### config.mk
export PLATFORM = sky130hd
export DESIGN_NAME = pwm_timebase
export DESIGN_NICKNAME = d
export VERILOG_FILES = /design/src/rtl/pwm_tb_pkg.sv /design/src/rtl/pwm_tb_prescaler.sv /design/src/rtl/pwm_tb_period.sv /design/src/rtl/pwm_tb_counter.sv /design/src/rtl/pwm_timebase.sv
export SDC_FILE = /design/constraint.sdc
export NUM_CORES = 1
export LEC_CHECK = 0
export ABC_AREA = 1
export BUFFER_PORTS_ARGS = -buffer_cell sky130_fd_sc_hd__buf_4
export CAP_MARGIN = 25
export CORE_MARGIN = 1
export CORE_UTILIZATION = 53
export DETAILED_ROUTE_END_ITERATION = 8
export GPL_TIMING_DRIVEN = 0
export MAX_ROUTING_LAYER = met4
export PLACE_DENSITY = 0.76
export SLEW_MARGIN = 20
export SYNTH_ARGS = -nofsm -noshare
export SYNTH_HDL_FRONTEND = slang
export SYNTH_SLANG_ARGS = --single-unit
### constraint.sdc
create_clock -name clk -period 3.9 [get_ports clk]
set_input_delay 0.39 -clock clk [delete_from_list [all_inputs] [get_ports clk]]
set_output_delay 0.39 -clock clk [all_outputs]
set_load 0.05 [all_outputs]
### src/rtl/pwm_tb_pkg.sv
package pwm_tb_pkg;

    localparam int POW_W    = 3;
    localparam int EVN_W    = 3;
    localparam int MODE_LSB = 0;
    localparam int LOAD_BIT = 3;
    localparam int EVN_LSB  = 7;
    localparam int POW_LSB  = 10;

    typedef enum logic [1:0] {
        MODE_UP   = 2'b00,
        MODE_DOWN = 2'b01,
        MODE_UPDN = 2'b10,
        MODE_HOLD = 2'b11
    } cnt_mode_e;

    typedef enum logic {
        S_UP   = 1'b0,
        S_DOWN = 1'b1
    } dir_state_e;

    typedef struct packed {
        logic [POW_W-1:0] pow_code;
        logic [EVN_W-1:0] even_code;
        logic             load_now;
        cnt_mode_e        mode;
    } tb_ctrl_t;

    function automatic tb_ctrl_t decode_ctrl(input logic [15:0] w);
        tb_ctrl_t c;
        c.mode      = cnt_mode_e'(w[MODE_LSB +: 2]);
        c.load_now  = w[LOAD_BIT];
        c.even_code = w[EVN_LSB +: EVN_W];
        c.pow_code  = w[POW_LSB +: POW_W];
        return c;
    endfunction

endpackage

### src/rtl/pwm_tb_prescaler.sv
module pwm_tb_prescaler
    import pwm_tb_pkg::*;
(
    input  logic             clk,
    input  logic             rst_n,
    input  logic [POW_W-1:0] pow_code,
    input  logic [EVN_W-1:0] even_code,
    output logic             tick
);
    localparam int P1_W = (1 << POW_W) - 1;
    localparam int S2_W = EVN_W + 1;

    logic [P1_W-1:0] p1_q;
    logic [S2_W-1:0] s2_q;
    logic [P1_W-1:0] lim1;
    logic [S2_W-1:0] lim2;
    logic            p1_wrap;
    logic            s2_wrap;

    always_comb begin
        lim1    = P1_W'((32'd1 << pow_code) - 32'd1);
        lim2    = (even_code == '0) ? '0 : ({even_code, 1'b0} - S2_W'(1));
        p1_wrap = (p1_q >= lim1);
        s2_wrap = (s2_q >= lim2);
        tick    = p1_wrap && s2_wrap;
    end

    always_ff @(posedge clk or negedge rst_n) begin
        if (!rst_n) begin
            p1_q <= '0;
            s2_q <= '0;
        end else begin
            p1_q <= p1_wrap ? '0 : p1_q + P1_W'(1);
            if (p1_wrap) begin
                s2_q <= s2_wrap ? '0 : s2_q + S2_W'(1);
            end
        end
    end
endmodule

### src/rtl/pwm_tb_period.sv
module pwm_tb_period #(
    parameter int CNT_W = 16
) (
    input  logic             clk,
    input  logic             rst_n,
    input  logic             wr_prd,
    input  logic             wr_now,
    input  logic [CNT_W-1:0] wr_data,
    input  logic             load_evt,
    output logic [CNT_W-1:0] prd_act,
    output logic [CNT_W-1:0] prd_eff
);
    logic [CNT_W-1:0] shadow_q;
    logic [CNT_W-1:0] active_q;

    always_ff @(posedge clk or negedge rst_n) begin
        if (!rst_n) begin
            shadow_q <= '0;
            active_q <= '0;
        end else begin
            if (wr_prd) begin
                shadow_q <= wr_data;
            end
            if (wr_prd && wr_now) begin
                active_q <= wr_data;
            end else if (load_evt) begin
                active_q <= shadow_q;
            end
        end
    end

    assign prd_act = active_q;
    assign prd_eff = load_evt ? shadow_q : active_q;
endmodule

### src/rtl/pwm_tb_counter.sv
module pwm_tb_counter
    import pwm_tb_pkg::*;
#(
    parameter int CNT_W = 16
) (
    input  logic             clk,
    input  logic             rst_n,
    input  logic             tick,
    input  cnt_mode_e        mode,
    input  logic [CNT_W-1:0] prd_eff,
    input  logic [CNT_W-1:0] prd_act,
    output logic [CNT_W-1:0] count,
    output logic             dir_up,
    output logic             zero_evt,
    output logic             period_evt
);
    localparam logic [CNT_W-1:0] ONE = CNT_W'(1);

    dir_state_e       st_q, st_d;
    logic [CNT_W-1:0] cnt_q, cnt_d;

    always_ff @(posedge clk or negedge rst_n) begin
        if (!rst_n) begin
            st_q  <= S_UP;
            cnt_q <= '0;
        end else begin
            st_q  <= st_d;
            cnt_q <= cnt_d;
        end
    end

    always_comb begin
        st_d  = st_q;
        cnt_d = cnt_q;
        unique case (mode)
            MODE_UP: begin
                st_d = S_UP;
                if (tick) cnt_d = (cnt_q >= prd_eff) ? '0 : cnt_q + ONE;
            end
            MODE_DOWN: begin
                st_d = S_DOWN;
                if (tick) cnt_d = (cnt_q == '0) ? prd_eff : cnt_q - ONE;
            end
            MODE_UPDN: begin
                if (tick) begin
                    unique case (st_q)
                        S_UP: begin
                            if (cnt_q >= prd_eff) begin
                                st_d  = S_DOWN;
                                cnt_d = (cnt_q == '0) ? '0 : cnt_q - ONE;
                            end else begin
                                cnt_d = cnt_q + ONE;
                            end
                        end
                        S_DOWN: begin
                            if (cnt_q == '0) begin
                                st_d  = S_UP;
                                cnt_d = (prd_eff == '0) ? '0 : ONE;
                            end else begin
                                cnt_d = cnt_q - ONE;
                            end
                        end
                    endcase
                end
            end
            MODE_HOLD: begin
                st_d  = st_q;
                cnt_d = cnt_q;
            end
        endcase
    end

    always_comb begin
        count      = cnt_q;
        zero_evt   = tick && (mode != MODE_HOLD) && (cnt_q == '0);
        period_evt = tick && (mode != MODE_HOLD) && (cnt_q == prd_act);
        unique case (mode)
            MODE_UP:   dir_up = 1'b1;
            MODE_DOWN: dir_up = 1'b0;
            MODE_UPDN: dir_up = (st_q == S_UP);
            MODE_HOLD: dir_up = (st_q == S_UP);
        endcase
    end
endmodule

### src/rtl/pwm_timebase.sv
module pwm_timebase
    import pwm_tb_pkg::*;
#(
    parameter int CNT_W = 16
) (
    input  logic             clk,
    input  logic             rst_n,
    input  logic             wr_en,
    input  logic             wr_sel,
    input  logic [CNT_W-1:0] wr_data,
    output logic [CNT_W-1:0] count,
    output logic             dir_up,
    output logic             zero_evt,
    output logic             period_evt,
    output logic [CNT_W-1:0] active_period
);
    tb_ctrl_t         ctrl_q;
    logic             tick;
    logic             wr_prd;
    logic             imm_wr;
    logic [CNT_W-1:0] prd_eff;

    assign wr_prd = wr_en && wr_sel;
    assign imm_wr = wr_prd && ctrl_q.load_now;

    always_ff @(posedge clk or negedge rst_n) begin
        if (!rst_n) begin
            ctrl_q <= '0;
        end else if (wr_en && !wr_sel) begin
            ctrl_q <= decode_ctrl(wr_data[15:0]);
        end
    end

    pwm_tb_prescaler u_pre (
        .clk       (clk),
        .rst_n     (rst_n),
        .pow_code  (ctrl_q.pow_code),
        .even_code (ctrl_q.even_code),
        .tick      (tick)
    );

    pwm_tb_period #(.CNT_W(CNT_W)) u_prd (
        .clk      (clk),
        .rst_n    (rst_n),
        .wr_prd   (wr_prd),
        .wr_now   (ctrl_q.load_now),
        .wr_data  (wr_data),
        .load_evt (zero_evt),
        .prd_act  (active_period),
        .prd_eff  (prd_eff)
    );

    pwm_tb_counter #(.CNT_W(CNT_W)) u_cnt (
        .clk        (clk),
        .rst_n      (rst_n),
        .tick       (tick),
        .mode       (ctrl_q.mode),
        .prd_eff    (prd_eff),
        .prd_act    (active_period),
        .count      (count),
        .dir_up     (dir_up),
        .zero_evt   (zero_evt),
        .period_evt (period_evt)
    );
endmodule

# Word level (Yosys, flattened, before mapping)
# Cells that the tools add are included.
# word_totals
reg_bits	69
output_inout_bits	35
in_bits	20
elab_cells	67
# op_classes
bitwise	2
shift	1
n_lt_le_gt_ge	3
eq_ne	8
n_mux	22
n_reduce_logical	15
addsub	6
# op_table
operator	n
2-to-1 mux 16 bit	10
case mux 16 bit (3 select lines)	1
zero test 16 bit	2
case mux 16 bit (2 select lines)	1
adder 16 x 1 -> 16 bit, second input constant	1
== test 16 bit	1
greater-or-equal comparator 16 bit	1
subtractor 16 x 1 -> 16 bit, second input constant	1
2-to-1 mux 4 bit	2
adder 7 x 1 -> 7 bit, second input constant	1
greater-or-equal comparator 7 bit	1
logical AND 1 bit	7
2-to-1 mux 7 bit	1
<< shifter 1 x 3 -> 7 bit, first input constant	1
subtractor 7 x 1 -> 7 bit, second input constant	1
!= test 2 x 1 -> 1 bit, second input constant	3
case mux 1 bit (3 select lines)	2
adder 4 x 1 -> 4 bit, second input constant	1
== test 2 bit, second input constant	2
greater-or-equal comparator 4 bit	1
2-to-1 mux 1 bit	4
AND reduction 4 bit	1
subtractor 4 x 1 -> 4 bit, second input constant	1
zero test 3 bit	1
other kinds (8)	9

# Depth between registers and ports, before layout
# Gate-level depths: netlist of run 1.
# depth
ltp_word	13
depth_mapped	33

# Modules after synthesis
# From an unflattened synthesis of run 1, not the netlist that was laid out.
# unflattened
cells_unflattened	881
area_unflattened_um2	5876.9
# by_module_without_submodules
mod	instances	cells_per_inst	area_each_um2
pwm_tb_counter	1	513	2990.4
pwm_tb_period	1	204	1599.0
pwm_tb_prescaler	1	123	924.6
pwm_timebase	1	41	362.8

# Least setup slack after synthesis of run 1
# No wires, ideal clock.
# synth_timing
kind	register -> register
startpoint	register ctrl_q[5] (netlist name)
endpoint	register u_cnt.cnt_q[1], in the netlist u_cnt.count[1]
synth_period_minus_slack_ns	3.948
stages_incl_launch_ff	26
setup_time_ns	0.118
setup_slack_ns	-0.048
t_arrival_ns	3.830
n_path_buf	3
required_ns	3.782
cell_sequence	dfrtp_1 -> inv_1 -> ha_1 -> or2_2 -> ha_1 -> nand2_1 -> nand2_1 -> nand2_1 -> nand3_1 -> nand3_1 -> nor2_2 -> buf_2 -> or2_2 -> o21ai_2 -> ha_1 -> nand2_1 -> nor2_1 -> a211oi_1 -> o221a_2 -> buf_2 -> clkbuf_1 -> nand4_1 -> nand3_1 -> nand2_1 -> nand2_1 -> nand2_1
# synth_between
elab_chain_len	12
# synth_lines
item	line_no	text
start: declaration	pwm_timebase.sv:17	tb_ctrl_t ctrl_q;
start signal: assignment	pwm_timebase.sv:30	ctrl_q <= decode_ctrl(wr_data[15:0]);
subtractor 4 x 1 -> 4 bit / zero test 3 bit (equally long branches)	pwm_tb_prescaler.sv:22	lim2 = (even_code == '0) ? '0 : ({even_code, 1'b0} - S2_W'(1));
2-to-1 mux 4 bit (*)	pwm_tb_prescaler.sv:22	
greater-or-equal comparator 4 bit (*)	pwm_tb_prescaler.sv:24	s2_wrap = (s2_q >= lim2);
logical AND 1 bit (*)	pwm_tb_prescaler.sv:25	tick = p1_wrap && s2_wrap;
logical AND 1 bit (*) (2 in series)	pwm_tb_counter.sv:75	zero_evt = tick && (mode != MODE_HOLD) && (cnt_q == '0);
net zero_evt	pwm_timebase.sv:13	output logic zero_evt,
2-to-1 mux 16 bit (*)	pwm_tb_period.sv:33	assign prd_eff = load_evt ? shadow_q : active_q;
greater-or-equal comparator 16 bit	pwm_tb_counter.sv:38, pwm_tb_counter.sv:48	
2-to-1 mux 16 bit	pwm_tb_counter.sv:48	if (cnt_q >= prd_eff) begin
case mux 16 bit (2 select lines)	pwm_tb_counter.sv:46	unique case (st_q)
2-to-1 mux 16 bit	pwm_tb_counter.sv:45	if (tick) begin
case mux 16 bit (3 select lines) (*)	pwm_tb_counter.sv:35	unique case (mode)
end signal: assignment	pwm_tb_counter.sv:28	cnt_q <= cnt_d;
end: declaration	pwm_tb_counter.sv:20	logic [CNT_W-1:0] cnt_q, cnt_d;
# Mark *: on every way through the listed nets, which the timed path passes. The rest lies on a longest branch. The select of a mux whose other input is x is not followed.
# A chain may end at the register's enable or synchronous reset.

# Worst setup path after layout of run 1
# layout_timing
startpoint	register ctrl_q[3] (netlist name)
endpoint	register u_cnt.cnt_q[10], in the netlist u_cnt.count[10]
# layout_between
elab_chain_len	12
# layout_lines
item	line_no
subtractor 4 x 1 -> 4 bit / zero test 3 bit (equally long branches)	pwm_tb_prescaler.sv:22
2-to-1 mux 4 bit (*)	pwm_tb_prescaler.sv:22
greater-or-equal comparator 4 bit (*)	pwm_tb_prescaler.sv:24
logical AND 1 bit (*)	pwm_tb_prescaler.sv:25
logical AND 1 bit (2 in series)	pwm_tb_counter.sv:75
2-to-1 mux 16 bit	pwm_tb_period.sv:33
greater-or-equal comparator 16 bit	pwm_tb_counter.sv:38, pwm_tb_counter.sv:48
2-to-1 mux 16 bit	pwm_tb_counter.sv:48
case mux 16 bit (2 select lines)	pwm_tb_counter.sv:46
2-to-1 mux 16 bit	pwm_tb_counter.sv:45
case mux 16 bit (3 select lines)	pwm_tb_counter.sv:35
# Mark *: on every way between the ends. The rest lies on a longest branch, timed or not. The select of a mux whose other input is x is not followed.

==> impl_metrics.env, run 1 <==
export IMPL_status="finished, violations left"
export IMPL_violations="negative setup slack"
export IMPL_p_int_w=0.00262
export IMPL_design_area_sq_um=7020
export IMPL_critical_path_top_delay_family="simple AND/OR/NAND/NOR gates"
export IMPL_htreeDepth=3
export IMPL_timing_hold_ws_ns=0.123
export IMPL_synth_top_area_frac=0.310
export IMPL_critPathBufInv=4
export IMPL_crit_fanout=7
export IMPL_die_y_um=105
export IMPL_cts_clk_slew_worst_paths_ns=0.10
export IMPL_p_sw_frac=0.555
export IMPL_p_per_area_nw_per_um2=838
export IMPL_p_switching_w=0.00326
export IMPL_cts_buffer_depth=2
export IMPL_arrival_ns=4.24
export IMPL_die_area_sq_um=10900
export IMPL_ir_drop_mv=0.488
export IMPL_synth_distinct_cells=44
export IMPL_slew_violations=0
export IMPL_synth_ff_type="dfrtp_1"
export IMPL_slowest_delay_ns=0.42
export IMPL_ys_top_cells_by_count="nand2_1, inv_1, dfrtp_1"
export IMPL_syn_area_per_cell_sq_um=6.84
export IMPL_cts_tree="built"
export IMPL_cts_sinks=69
export IMPL_pin_count=55
export IMPL_numCtsBuffers=9
export IMPL_drive_gt1_frac=0.244
export IMPL_overflow=0
export IMPL_die_w_um=105
export IMPL_vias=6059
export IMPL_slew_headroom=0.404
export IMPL_p_comb_frac=0.682
export IMPL_cp_end_kind="flop"
export IMPL_vias_per_cell=5.79
export IMPL_p_leak_nw=3.65
export IMPL_rows=37
export IMPL_ys_warn_count=0
export IMPL_synth_most_common_cell="nand2_1"
export IMPL_drc=0
export IMPL_hold_class="in2async"
export IMPL_fp_coreArea_sq_um=10300
export IMPL_track_usage=0.358
export IMPL_cts_root_buf="clkbuf_8"
export IMPL_synth_area_sq_um=5580
export IMPL_finalSetupViolations=3
export IMPL_grt_max_degree=70
export IMPL_fin_crit_sh=1.01
export IMPL_finalClockSkew_ns=0.0137
export IMPL_cpMostUsedCell="nand2_1"
export IMPL_critical_path_required_ns=4.21
export IMPL_clock_fmax_mhz=254
export IMPL_n_antenna_cell=0
export IMPL_syn_nets=871
export IMPL_ys_seq_area_frac=0.310
export IMPL_pwr_share_seq=0.216
export IMPL_portBuffers=54
export IMPL_layout_setup_ws_ns=-0.0341
export IMPL_clock_power_share=0.102
export IMPL_placed_area_sq_um=6160
export IMPL_synth_area_leaders="dfrtp_1, nand2_1, ha_1"
export IMPL_dr_pass1_iters=5
export IMPL_clock_latency_ns=0.38
export IMPL_wire_per_inst_um=17.8
export IMPL_criticalPathCategory="reg2reg"
export IMPL_hold_viol_final=0
export IMPL_slowest_stage="dfrtp_1"
export IMPL_synth_area_leader_cell="dfrtp_1"
export IMPL_floorplan_initialDensity=0.543
export IMPL_synth_seq_cells=69
export IMPL_fin_nets=961
export IMPL_area_growth_pct=25.9
export IMPL_cp_start_kind="flop"
export IMPL_synthArstFlopShare=1.00
export IMPL_synth_cells=815
export IMPL_gp_congestion=1.00
export IMPL_tightest_slew_ns=0.894
export IMPL_wl_um=18700
export IMPL_grt_pass1_vias=5809
export IMPL_grt_pass1_wl_um=29300
export IMPL_dp_hpwl_um=12800
export IMPL_synth_edf_count=0
export IMPL_antenna_found_initial=0
export IMPL_rsz0062_at_grt="true"
export IMPL_drt_iter0_drc=473
export IMPL_maxCapViolations=0
export IMPL_period_minus_slack_ns=3.93
export IMPL_ant_nets=0
export IMPL_fillCellCount=867
## power groups by stage
stage	registers (W)	clock network (W)	logic, W
4_1_cts	0.00123	0.000592	0.00357
6_report	0.00127	0.000599	0.00401
3_3_place_gp	0.00123	0	0.00316
3_5_place_dp	0.00124	0	0.00325
2_1_floorplan	0.00156	0	0.00202
5_1_grt	0.00129	0.000630	0.00433
## sequential cells by signal, indices dropped and copies added (netlist names)
register and cells:
u_pre.p1_q 7, u_prd.prd_act 16, u_prd.shadow_q 16, u_cnt.st_q 1, ctrl_q 9, u_pre.s2_q 4, u_cnt.count 16
## layer usage
layer  vias up  part of all wire  global-route usage
li1       2784                 -                   -
met1      2873              0.42               0.470
met2       338              0.45               0.544
met3        64             0.096              0.0636
met4         0             0.037               0.156
met5         -                 0                   -
## placed cells by master, fill, tap and decap left out, types with 6 or more instances in the layout
cell,instances
mux2_2,6
nand2_4,8
ha_1,26
nand2_2,16
nor2_1,57
ha_4,8
buf_6,6
clkbuf_8,9
dfrtp_1,67
xor2_1,30
nor2_4,6
nor3_1,8
nand4_1,15
inv_2,20
inv_1,92
clkbuf_1,16
nand3_1,45
a21oi_1,30
nand2_1,227
o21ai_0,53
buf_4,76
## cells by family (layout without fill, tap and decap cells)
logic type,after synthesis,after routing,synth area share
AOI/OAI and AO/OA,114,114,0.114
xor gates and xnor gates,31,31,0.0487
adders and majority gates,36,36,0.0808
buffers and inverters,145,239,0.104
DFF,69,69,0.310
muxes,7,7,0.0139
and+or+nand+nor,413,414,0.329
## timing repair
action,4_1_cts,5_1_grt
pin swaps,14,41
cloned,2,1
hold buffers,0,0
gates resized for setup,51,55
buffers inserted,15,7
setup endpoints to repair,17,17
## worst paths after layout
path	start	to	slack, ns	depth (start not counted)
setup / recovery	ctrl_q[3]	u_cnt.count[10]	-0.03	27
hold / removal	rst_n	u_cnt.count[4]	0.12	1
setup reg to reg	ctrl_q[3]	u_cnt.count[10]	-0.03	27
hold reg to reg	u_prd.shadow_q[12]	u_prd.shadow_q[12]	0.50	2
max in group asynchronous	rst_n	ctrl_q[7]	3.14	1
min in group clk	wr_data[3]	u_prd.prd_act[3]	0.23	3
## final cells by class
| type | instances | area, sq um | share of cell area |
|---|---|---|---|
| clock inverters | 7 | 65.1 | 0.00927 |
| clock buffers | 9 | 124 | 0.0176 |
| plain buffers | 30 | 199 | 0.0283 |
| multi-input cells | 602 | 3690 | 0.525 |
| inverters | 115 | 437 | 0.0622 |
| repair buffers | 78 | 611 | 0.0870 |
| flip-flops and latches | 69 | 1730 | 0.246 |
| well taps | 136 | 170 | 0.0242 |
## through the flow
step	power (W)	setup WS [ns]	setup TNS, ns	util	instances
floorplan	0.00358	0.0359	0	-	815
global placement	0.00439	-0.802	-10.10	0.599	1005
detailed placement	0.00449	-0.875	-11.11	0.599	1005
CTS	0.00540	-0.00628	-0.00628	0.651	1038
global route	0.00625	-0.143	-1.56	0.683	1046
finish	0.00588	-0.0341	-0.0698	0.683	1046
No activity file was read; power rests on OpenSTA's default activity.
==> run 2: changes to the inputs <==
--- a/config.mk
+++ b/config.mk
@@ -13,7 +13,7 @@
 export DETAILED_ROUTE_END_ITERATION = 8
 export GPL_TIMING_DRIVEN = 0
 export MAX_ROUTING_LAYER = met4
-export PLACE_DENSITY = 0.76
+export PLACE_DENSITY = 0.73
 export SLEW_MARGIN = 20
 export SYNTH_ARGS = -nofsm -noshare
 export SYNTH_HDL_FRONTEND = slang
==> constraint.sdc (replaced) <==
create_clock -name clk -period 3.85 [get_ports clk]
set_input_delay 0.385 -clock clk [delete_from_list [all_inputs] [get_ports clk]]
set_output_delay 0.385 -clock clk [all_outputs]
set_load 0.05 [all_outputs]
==> run 2 against run 1 <==
Compared with the run above: the run now ends clean; sequential share of layout area shrank 0.23 points; core utilization grew 0.71 points; flip-flop and latch count is the same; via count shrank 0.96%; register-to-register slack gained 0.05 ns; setup slack gained 0.046 ns; clock power grew 3%; die area is the same; worst hold slack gained 0.015 ns; first-iteration DRC count grew 36%; critical endpoint is now u_cnt.count[6]; largest cell class unchanged.
==> impl_metrics.env, run 2 (same netlist as run 1, synthesis figures left out) <==
export IMPL_die_w_um=105
export IMPL_ant_nets=0
export IMPL_p_int_w=0.00268
export IMPL_wl_um=18700
export IMPL_gp_congestion=1.00
export IMPL_finalPower_w=0.00594
export IMPL_period_minus_slack_ns=3.84
export IMPL_p_leak_nw=3.71
export IMPL_design_area_sq_um=7090
export IMPL_grt_max_degree=70
export IMPL_slowest_stage="dfrtp_1"
export IMPL_critical_path_top_delay_family="simple AND/OR/NAND/NOR gates"
export IMPL_n_antenna_cell=0
export IMPL_cp_start_kind="flop"
export IMPL_criticalPathCategory="reg2reg"
export IMPL_hold_viol_final=0
export IMPL_maxCapViolations=0
export IMPL_p_per_area_nw_per_um2=837
export IMPL_overflow=0
export IMPL_mostFrequentLayoutCells="nand2_1, inv_1, buf_4"
export IMPL_die_area_sq_um=10900
export IMPL_p_comb_frac=0.682
export IMPL_crit_fanout=7
export IMPL_layout_cells_non_filler=1058
export IMPL_dr_pass1_iters=6
export IMPL_finalClockSkew_ns=0.00667
export IMPL_layout_commonest_cell="nand2_1"
export IMPL_cp_end_kind="flop"
export IMPL_cts_clk_slew_worst_paths_ns=0.09
export IMPL_status="complete, no violations"
export IMPL_critical_path_required_ns=4.12
export IMPL_track_usage=0.357
export IMPL_fp_coreArea_sq_um=10300
export IMPL_grt_pass1_wl_um=29300
export IMPL_clock_power_share=0.104
export IMPL_vias_per_cell=5.67
export IMPL_rows=37
export IMPL_drive_gt1_frac=0.243
export IMPL_placed_area_sq_um=6160
export IMPL_utilization=0.690
export IMPL_rsz0062_at_grt="true"
export IMPL_cts_sinks=69
export IMPL_critPathBufInv=5
export IMPL_placed_cells=1005
export IMPL_grt_pass1_vias=5660
export IMPL_antenna_found_initial=0
export IMPL_vias=6001
export IMPL_clock_fmax_mhz=261
export IMPL_finalSetupViolations=0
export IMPL_area_growth_pct=27.2
export IMPL_slew_headroom=0.401
export IMPL_p_switching_w=0.00326
export IMPL_numCtsBuffers=9
export IMPL_cts_buffer_depth=2
export IMPL_pin_count=55
export IMPL_die_y_um=105
export IMPL_multi_input_area_sq_um=3640
export IMPL_clock_latency_ns=0.37
export IMPL_arrival_ns=4.11
export IMPL_dp_hpwl_um=13100
export IMPL_p_sw_frac=0.549
export IMPL_fin_crit_sh=0.997
export IMPL_floorplan_initialDensity=0.543
export IMPL_drt_iter0_drc=644
export IMPL_fillCellCount=897
export IMPL_drc=0
export IMPL_slew_violations=0
export IMPL_ir_drop_mv=0.545
export IMPL_hold_class="in2async"
export IMPL_htreeDepth=3
export IMPL_pwr_share_seq=0.214
export IMPL_fin_nets=973
export IMPL_wire_per_inst_um=17.7
export IMPL_slowest_delay_ns=0.38
export IMPL_seqCellArea_sq_um=1730
export IMPL_tightest_slew_ns=0.899
export IMPL_portBuffers=54
export IMPL_cts_tree="built"
export IMPL_cts_root_buf="clkbuf_8"
[run 2: path summary, 6_finish.rpt]
check | startpoint | end | slack, ns | cells past startpoint
setup / recovery | ctrl_q[3] | u_cnt.count[6] | 0.01 | 27
hold / removal | rst_n | u_pre.p1_q[0] | 0.14 | 1
setup reg to reg | ctrl_q[3] | u_cnt.count[6] | 0.01 | 27
hold reg to reg | u_prd.shadow_q[3] | u_prd.shadow_q[3] | 0.49 | 2
max in group asynchronous | rst_n | u_cnt.count[0] | 3.10 | 1
min in group clk | wr_data[15] | u_prd.prd_act[15] | 0.22 | 3
[run 2: final cells by class]
type	instances	area share
multi-input cells	601	0.513
flip-flops and latches	69	0.244
repair buffers	91	0.103
inverters	115	0.0612
plain buffers	30	0.0284
well taps	136	0.0240
clock buffers	9	0.0175
clock inverters	7	0.00899
[run 2: through the flow]
step / hold WS, ns / setup WS [ns] / setup TNS, ns
after global routing: 0.216 / -0.186 / -2.42
final: 0.139 / 0.0122 / 0
after CTS: 0.164 / 0.00205 / 0
after detailed placement: 0.469 / -0.555 / -8.56
after global placement: 0.460 / -0.492 / -6.96
after floorplan: 0.0894 / 0.0763 / 0
[run 2: metal layers]
metal / wire length, um / global-route usage
met5: 0 / -
met4: 565 / 0.124
met3: 1570 / 0.0643
met2: 8770 / 0.566
met1: 7790 / 0.461
[run 2: timing repair]
action	4_1_cts	5_1_grt
buffers inserted	22	14
hold buffers	0	0
cloned	1	0
gates resized for setup	43	56
pin swaps	17	44
endpoints found under the setup margin	17	17
hold endpoints to repair	0	0
[run 2: power groups by stage]
stage | clock network (W) | logic (W) | registers [W]
after floorplan | 0 | 0.00205 | 0.00158
after CTS | 0.000617 | 0.00369 | 0.00126
after detailed placement | 0 | 0.00331 | 0.00126
final | 0.000615 | 0.00405 | 0.00127
after global placement | 0 | 0.00322 | 0.00125
after global routing | 0.000639 | 0.00440 | 0.00129
==> run 3: changes to the inputs <==
--- a/config.mk
+++ b/config.mk
@@ -14,6 +14,7 @@
 export GPL_TIMING_DRIVEN = 0
 export MAX_ROUTING_LAYER = met4
 export PLACE_DENSITY = 0.73
+export REMOVE_ABC_BUFFERS = 1
 export SLEW_MARGIN = 20
 export SYNTH_ARGS = -nofsm -noshare
 export SYNTH_HDL_FRONTEND = slang
==> run 3 against run 2 <==
Compared with the run above: count of clock-buffer cells in the layout is 2 higher; critical path depth is 2 lower; global-route usage is 3.2 points lower; core utilization is 1.0 points higher; flip-flop and latch count stayed put; maximum frequency is 0.21% lower; largest cell class unchanged; non-clock buffer count is 25 lower; largest power group unchanged; highest routed layer unchanged; power is 3.0% higher.
==> impl_metrics.env, run 3 (same netlist as run 1, synthesis figures left out) <==
export IMPL_status="complete, no violations"
export IMPL_dr_pass1_iters=7
export IMPL_rsz0062_at_grt="true"
export IMPL_utilization=0.700
export IMPL_fillCellCount=807
export IMPL_drc=0
export IMPL_vias=6035
export IMPL_htreeDepth=3
export IMPL_finalClockSkew_ns=0.0168
export IMPL_antenna_found_initial=0
export IMPL_timing_hold_ws_ns=0.117
export IMPL_hold_buffers=0
export IMPL_ant_nets=0
export IMPL_cts_tree="built"
export IMPL_fp_coreArea_sq_um=10300
export IMPL_layout_setup_ws_ns=0.00401
export IMPL_grt_pass1_vias=5594
export IMPL_critical_path_required_ns=4.11
export IMPL_drt_iter0_drc=520
export IMPL_placed_area_sq_um=6000
export IMPL_ir_drop_mv=0.448
export IMPL_floorplan_initialDensity=0.543
export IMPL_tightest_slew_ns=0.931
export IMPL_cts_buffer_depth=2
export IMPL_fin_crit_sh=0.999
export IMPL_fin_nets=953
export IMPL_place_ws_ns=-0.938
export IMPL_cts_root_buf="clkbuf_8"
export IMPL_slew_violations=0
export IMPL_pin_count=55
export IMPL_cp_end_kind="flop"
export IMPL_dp_hpwl_um=11000
export IMPL_numCtsBuffers=9
export IMPL_cts_clk_slew_worst_paths_ns=0.08
export IMPL_clock_latency_ns=0.37
export IMPL_die_y_um=105
export IMPL_crit_fanout=5
export IMPL_p_leak_nw=3.72
export IMPL_portBuffers=54
export IMPL_period_minus_slack_ns=3.85
export IMPL_mostFrequentLayoutCells="nand2_1, inv_1, buf_4"
export IMPL_area_growth_pct=29.0
export IMPL_die_area_sq_um=10900
export IMPL_wl_um=18200
export IMPL_grt_pass1_wl_um=27300
export IMPL_layout_commonest_cell="nand2_1"
export IMPL_cts_sinks=69
export IMPL_wire_per_inst_um=17.6
export IMPL_p_per_area_nw_per_um2=850
export IMPL_maxCapViolations=0
export IMPL_hold_class="in2async"
export IMPL_gp_congestion=0.933
export IMPL_clock_fmax_mhz=260
export IMPL_cp_start_kind="flop"
export IMPL_arrival_ns=4.11
export IMPL_die_w_um=105
export IMPL_hold_viol_final=0
export IMPL_overflow=0
export IMPL_design_area_sq_um=7200
export IMPL_rows=37
export IMPL_drive_gt1_frac=0.254
export IMPL_slew_headroom=0.376
export IMPL_vias_per_cell=5.81
export IMPL_grt_max_degree=70
export IMPL_track_usage=0.325
export IMPL_n_antenna_cell=0
export IMPL_criticalPathCategory="reg2reg"
export IMPL_finalSetupViolations=0
-- run 3: area by class of cell --
class,instances,area (sq um),area share
Clock buffer,11,131,0.0183
Sequential cell,69,1730,0.240
Tap cell,136,170,0.0236
Multi-Input combinational cell,606,3800,0.528
Timing Repair Buffer,96,821,0.114
Inverter,115,434,0.0603
Clock inverter,5,108,0.0150
-- run 3: path summary, 6_finish.rpt --
check / cells after the start / start / slack [ns] / to
max: 25 / ctrl_q[3] / 0.004 / u_cnt.count[9]
min: 1 / rst_n / 0.12 / u_cnt.count[12]
max reg2reg: 25 / ctrl_q[3] / 0.004 / u_cnt.count[9]
min reg2reg: 1 / u_pre.p1_q[0] / 0.49 / u_pre.p1_q[0]
max in group asynchronous: 1 / rst_n / 3.06 / u_cnt.count[0]
min in group clk: 3 / wr_data[12] / 0.23 / u_prd.prd_act[12]
-- run 3: timing repair --
item | CTS | global route
endpoints found under the setup margin | 17 | 17
resized for setup | 41 | 68
gates cloned | 1 | 4
buffers inserted | 19 | 23
pin swaps | 19 | 49
-- run 3: metal layers --
metal  GRT usage  vias up  part of all wire
met5           -        -                 0
met4       0.148        0             0.051
met3      0.0643       92             0.088
met2       0.518      365              0.46
met1       0.400     2800              0.40
li1            -     2778                 -
-- run 3: stage by stage --
stage,cells,power [W],setup TNS (ns)
2_1_floorplan,785,0.00354,-4.83
3_3_place_gp,975,0.00428,-13.21
3_5_place_dp,975,0.00439,-14.96
4_1_cts,1011,0.00548,-0.000747
5_1_grt,1038,0.00650,-2.05
6_report,1038,0.00611,0
-- run 3: critical path: stages, from the launching register on --
cell and delay [ns]:
dfrtp_1 0.40, nor2_4 0.07, ha_4 0.15, or2_4 0.23, ha_4 0.25, nand2_1 0.07, nand2_1 0.07, nand2_2 0.10
nand3_4 0.11, nand3_4 0.10, nor2_4 0.05, buf_12 0.13, buf_8 0.11, or2_4 0.23, o21ai_4 0.08, ha_4 0.24
nand2_4 0.07, nor2_1 0.05, a211oi_2 0.22, o221a_4 0.36, buf_6 0.17, nand4_1 0.11, nand3_1 0.15, nand2_2 0.07
nand2_2 0.07, nand2_1 0.05
-- run 3: power breakdown --
group / total [W] / switching (W) / internal (W)
sequential: 0.00134 / 0.000408 / 0.000932
combinational: 0.00401 / 0.00256 / 0.00145
clock: 0.000763 / 0.000328 / 0.000435
